`config.mk`:
```
export PLATFORM = sky130hd
export DESIGN_NAME = jump_fetch_seq
export DESIGN_NICKNAME = d
export VERILOG_FILES = /design/src/rtl/jfs_pkg.sv /design/src/rtl/jfs_decode.sv /design/src/rtl/jfs_ptr_next.sv /design/src/rtl/jump_fetch_seq.sv
export SDC_FILE = /design/constraint.sdc
export NUM_CORES = 1
export LEC_CHECK = 0
export BUFFER_PORTS_ARGS = -buffer_cell sky130_fd_sc_hd__buf_2
export CAP_MARGIN = 15
export CORE_MARGIN = 4
export CORE_UTILIZATION = 30
export DETAILED_ROUTE_END_ITERATION = 12
export PLACE_DENSITY = 0.54
export SLEW_MARGIN = 15
export SYNTH_ARGS = -nofsm -noshare
export SYNTH_HDL_FRONTEND = slang
export SYNTH_HIERARCHICAL = 1
export SYNTH_SLANG_ARGS = --single-unit
export TNS_END_PERCENT = 20
```
`constraint.sdc`:
```
create_clock -name clk -period 1.7 [get_ports clk]
set_input_delay 0 -clock clk [delete_from_list [all_inputs] [get_ports clk]]
set_output_delay 0 -clock clk [all_outputs]
set_load 0.03 [all_outputs]
```
`src/rtl/jfs_pkg.sv`:
```
package jfs_pkg;
  localparam int BYTE_W = 8;
  localparam int PC_W   = 2 * BYTE_W;

  localparam logic [BYTE_W-1:0] OPC_NOP = 8'hEA;
  localparam logic [BYTE_W-1:0] OPC_ABS = 8'h4C;
  localparam logic [BYTE_W-1:0] OPC_IND = 8'h6C;

  typedef enum logic [1:0] {
    K_NOP, K_ABS, K_IND, K_BAD
  } op_kind_e;

  typedef enum logic [2:0] {
    ST_OPC,   // fetch opcode
    ST_ALO,   // fetch operand low byte
    ST_AHI,   // fetch operand high byte
    ST_PLO,   // fetch target low byte via pointer
    ST_PHI,   // fetch target high byte via pointer successor
    ST_HALT
  } seq_state_e;
endpackage

```
`src/rtl/jfs_decode.sv`:
```
module jfs_decode
  import jfs_pkg::*;
(
  input  logic [BYTE_W-1:0] opcode,
  output op_kind_e          kind
);
  always_comb begin
    unique case (opcode)
      OPC_NOP: kind = K_NOP;
      OPC_ABS: kind = K_ABS;
      OPC_IND: kind = K_IND;
      default: kind = K_BAD;
    endcase
  end
endmodule

```
`src/rtl/jfs_ptr_next.sv`:
```
module jfs_ptr_next #(
  parameter int ADDR_W    = 16,
  parameter int PAGE_BITS = 8
) (
  input  logic [ADDR_W-1:0] ptr,
  input  logic              legacy_wrap,
  output logic [ADDR_W-1:0] ptr_succ
);
  localparam int HI_W = ADDR_W - PAGE_BITS;

  logic [PAGE_BITS-1:0] off_inc;
  logic [ADDR_W-1:0]    full_inc;

  always_comb begin
    off_inc  = ptr[PAGE_BITS-1:0] + {{(PAGE_BITS-1){1'b0}}, 1'b1};
    full_inc = ptr + {{(ADDR_W-1){1'b0}}, 1'b1};
  end

  // legacy: page number untouched, only the in-page offset steps
  assign ptr_succ = legacy_wrap ? {ptr[ADDR_W-1 -: HI_W], off_inc} : full_inc;
endmodule

```
`src/rtl/jump_fetch_seq.sv`:
```
module jump_fetch_seq
  import jfs_pkg::*;
#(
  parameter logic [15:0] START_ADDR = 16'h0010,
  parameter int          PAGE_BITS  = 8
) (
  input  logic        clk,
  input  logic        rst_n,
  input  logic        legacy_wrap,
  output logic        mem_req,
  input  logic        mem_gnt,
  output logic [15:0] mem_addr,
  input  logic [7:0]  mem_rdata,
  output logic [15:0] pc_o,
  output logic        jump_taken,
  output logic        halted
);
  localparam logic [PC_W-1:0] PC_ONE = PC_W'(1);

  seq_state_e        state_q;
  logic              pend_q;     // one read in flight, data due this cycle
  logic              ind_q;      // current jump is indirect
  logic [PC_W-1:0]   pc_q;
  logic [PC_W-1:0]   ptr_q;
  logic [BYTE_W-1:0] lo_q;
  logic              jmp_q;

  op_kind_e          kind;
  logic [PC_W-1:0]   ptr_succ;

  jfs_decode u_dec (
    .opcode (mem_rdata),
    .kind   (kind)
  );

  jfs_ptr_next #(.ADDR_W(PC_W), .PAGE_BITS(PAGE_BITS)) u_pnx (
    .ptr         (ptr_q),
    .legacy_wrap (legacy_wrap),
    .ptr_succ    (ptr_succ)
  );

  always_comb begin
    mem_req = !pend_q && (state_q != ST_HALT);
    unique case (state_q)
      ST_PLO:  mem_addr = ptr_q;
      ST_PHI:  mem_addr = ptr_succ;
      default: mem_addr = pc_q;
    endcase
  end

  always_ff @(posedge clk or negedge rst_n) begin
    if (!rst_n) begin
      state_q <= ST_OPC;
      pend_q  <= 1'b0;
      ind_q   <= 1'b0;
      pc_q    <= START_ADDR;
      ptr_q   <= '0;
      lo_q    <= '0;
      jmp_q   <= 1'b0;
    end else begin
      jmp_q <= 1'b0;
      if (mem_req && mem_gnt) pend_q <= 1'b1;
      if (pend_q) begin
        pend_q <= 1'b0;
        unique case (state_q)
          ST_OPC: begin
            unique case (kind)
              K_NOP: pc_q <= pc_q + PC_ONE;
              K_ABS: begin
                pc_q <= pc_q + PC_ONE; ind_q <= 1'b0; state_q <= ST_ALO;
              end
              K_IND: begin
                pc_q <= pc_q + PC_ONE; ind_q <= 1'b1; state_q <= ST_ALO;
              end
              default: state_q <= ST_HALT;  // pc stays on the bad opcode
            endcase
          end
          ST_ALO: begin
            lo_q    <= mem_rdata;
            pc_q    <= pc_q + PC_ONE;
            state_q <= ST_AHI;
          end
          ST_AHI: begin
            if (ind_q) begin
              ptr_q   <= {mem_rdata, lo_q};
              state_q <= ST_PLO;
            end else begin
              pc_q    <= {mem_rdata, lo_q};
              jmp_q   <= 1'b1;
              state_q <= ST_OPC;
            end
          end
          ST_PLO: begin
            lo_q    <= mem_rdata;
            state_q <= ST_PHI;
          end
          ST_PHI: begin
            pc_q    <= {mem_rdata, lo_q};
            jmp_q   <= 1'b1;
            state_q <= ST_OPC;
          end
          default: state_q <= ST_HALT;
        endcase
      end
    end
  end

  assign pc_o       = pc_q;
  assign jump_taken = jmp_q;
  assign halted     = (state_q == ST_HALT);
endmodule

```
==> metrics.cfg <==
[synth]
synthTopCellsByArea = dfrtp_1 36%, mux2_2 5.4%, mux2_4 4.8%, nand2_1 4.8%, a22oi_1 3.6%
ys_seq_elements = 46
synth_top_cells_by_count = 45 x dfrtp_1, 40 x nand2_1, 15 x a22oi_1, 15 x mux2_2
synth_enable_flop_cells = 0
syn-mean-instance-area_um2 = 9.57
synthMostInstantiatedCell = dfrtp_1
synth_top_flop_cell = dfrtp_1
synth_sequential_area_ratio_pct = 37.2
synth_async_sr_flop_share_pct = 100
synth.top_cell.area_share_pct = 36.3
synth_area_leader_cell = dfrtp_1
synthesis.yosys.warnings = 6
mappedNetlistNets = 341
syn-instance-count = 324
synth.distinct_cells = 59
summed_instance_area_of_the_synthesized_netlist_um2 = 3100

[power_and_ir_drop]
power_report.internal_total_w = 0.00410
power_switching_w = 0.00397
power_leakage_nw = 2.04
p_seq_share_pct = 23.1
power.share.switching_pct = 49.2
power.share.clock_pct = 10.2
vdd.ir_drop.worst_uv = 812
p_comb_share_pct = 66.7
power.density_cell_area_nw_per_um2 = 1850
report.power.total_w = 0.00807

[clocking]
cts_tree = built
path_clk_slew_ps = 90
root_buffer = clkbuf_8
cts.path.max_buffers = 2
worstSkewPairLatency_ps = 300
numClockSinks = 46
cts_made_buffers = 5
cts_max_level = 2

[sta]
slew_headroom_pct = 57.9
setup_viol_count_final = 30
grt_setup_unrepaired = yes
tightest_slew_ps = 632
fin_crit_sh_pct = 114
report.final.hold_viol_count = 0
maximum_frequency_from_static_timing_analysis_mhz = 515
timing_max_transition_violations_final = 0
finalSetupTns_ps = -2050
final_critical_path_setup_slack_ps = -240
period_minus_slack_ps = 1940
worst_clock_skew_ps = 8.88

[run_status]
violations = negative setup slack
outcome = complete, but fails checks

[finish]
drive_gt1_share_pct = 47.1
antenna-diode-count = 0
finalCoreUtilization_pct = 44.0
synthToLayoutAreaGrowth_pct = 40.6
nNetsFinal = 441
finalInstanceArea_um2 = 4360

[critical_path]
crit_family = flip-flops
worstSetupPathType = reg2out
max_stage_delay_ps = 400
crit_path_cell_trace = ha_2 > nand4b_1 > buf_4 > nor3_4 > xor2_1 > a22oi_1 > nand2_1 > buf_6
worst-endpoint-required_ps = 1700
path_max_fanout = 4
critPathArrivalTime_ps = 1940
cp_num_buf_inv = 2
endpoint_kind = primary output
cp_slowest_cell = dfrtp_1
timing.critical_path.from_type = flip-flop

[global_routing]
grtUsageTotal_pct = 17.8
grt_overflow = 0
via_count_of_the_first_global_routing_pass = 2983
grt_first_pass_wirelength_um = 16400
grt_max_degree = 47
grt_antenna_before_repair = 0

[placed_design]
placed_area_um2 = 3810
buffer_ports.inserted = 46
gpl.final_weighted_congestion = 0.865
dp_hpwl_um = 7400

[routing]
viasPerCell = 5.34
detail_route.wl_per_cell_um = 18.4
firstDrtPassIters = 4
routed_wirelength_um = 10300
num_vias = 2977
drc = 0
route.antenna.remaining_nets = 0
detail_route.iter0.violations = 194

[floorplan]
dieArea_um2 = 12000
design.core.area_um2 = 9910
placement_rows = 36
die_y_um = 110
die_width_um = 110
design.portCount = 47
initial_utilization_pct = 31.3

[run]
drv_cap = 0

[worst_hold_path]
hold_path_class = in2reg

==> metal layers <==
layer / track usage (%) / up-vias / wire [µm]
met1: 24.7 / 1469 / 4840
met2: 28.6 / 76 / 4790
met5: 0 / - / 0
met4: 5.08 / 0 / 146
li1: - / 1421 / -
met3: 2.76 / 11 / 487
==> through the flow <==
stage               setup slack (ps)  std cells  hold slack (ps)
floorplan                      -12.9        324             -296
global placement               -1.39        536              155
detailed placement             -20.6        536              150
CTS                             -218        556             81.2
global route                    -410        558             78.6
finish                          -240        558             77.8
==> worst paths after layout <==
check | from | slack [ps] | cells past startpoint | endpoint
worst min register to register | lo_q[4] | 570 | 1 | lo_q[4]
max in group asynchronous | rst_n | 910 | 3 | ptr_q[10]
min in group asynchronous | rst_n | 340 | 3 | ptr_q[6]
worst max register to register | state_q[0] | -50 | 4 | ptr_q[6]
worst max-delay path | ptr_q[0] | -240 | 8 | mem_addr[10]
worst min-delay path | mem_rdata[0] | 80 | 3 | ptr_q[8]
==> kinds of logic (layout without fill, tap and decap cells) <==
family,after synthesis,after routing,share of synthesized area [%]
AO/OA/AOI/OAI,83,83,19.1
XOR/XNOR,15,15,4.24
adder cells (fa/ha/maj),5,5,2.02
buffers and inverters,33,134,5.53
flip-flops,46,46,37.2
multiplexers,25,25,10.3
AND/OR/NAND/NOR,117,117,21.6
==> timing repair <==
action / 4_1_cts / 5_1_grt
buffers inserted: 12 / 5
hold buffers: 2 / 0
endpoints found under the setup margin: 30 / 53
resized for setup: 63 / 34
pin swaps: 14 / 23
hold endpoints to repair: 46 / 0
==> cell usage in the layout (no fill, tap or decap), types with 4 or more instances in the layout <==
master and instances:
o22a_1 4, o21ai_0 13, buf_6 25, dfrtp_2 8
o22ai_1 7, dfrtp_1 37, xnor2_1 4, clkbuf_8 5
mux2_4 10, a31oi_1 7, nand2_1 28, and4_1 7
mux2_2 15, buf_2 30, nand2_2 12, nand4_1 8
nor3_4 4, inv_1 6, a211oi_1 8, ha_1 4
nor3_1 5, a21oi_1 5, nor2_1 5, a2bb2oi_1 8
xor2_1 11, nand3_1 11, a22oi_1 14, buf_4 60
==> cell type report <==
type | count | area (µm²)
Multi-Input combinational cell | 245 | 1970
Tap cell | 133 | 166
Timing Repair Buffer | 118 | 922
Fill cell | 970 | 5550
Inverter | 8 | 32.5
Sequential cell | 46 | 1160
Clock inverter | 1 | 30.0
Clock buffer | 7 | 76.3
==> state kept, by name, summed over array words and instances, names as in the netlist <==
name        count
ptr_q          16
pc_o           16
lo_q            8
jump_taken      1
pend_q          1
ind_q           1
state_q         3
==> power groups by stage <==
| stage | Clock [W] | Combinational (W) | Sequential [W] |
|---|---|---|---|
| final | 0.000822 | 0.00538 | 0.00186 |
| after global routing | 0.000896 | 0.00577 | 0.00191 |
| after CTS | 0.000846 | 0.00527 | 0.00185 |
| after detailed placement | 0 | 0.00460 | 0.00189 |
| after global placement | 0 | 0.00459 | 0.00188 |
| after floorplan | 0 | 0.00258 | 0.00216 |
==> worst min-delay path: cells and delay by family <==
| kind | cells | cell delay, ps |
|---|---|---|
| buffers and inverters | 2 | 220 |
| multiplexers | 1 | 130 |
(Power assumes the default switching activity.)
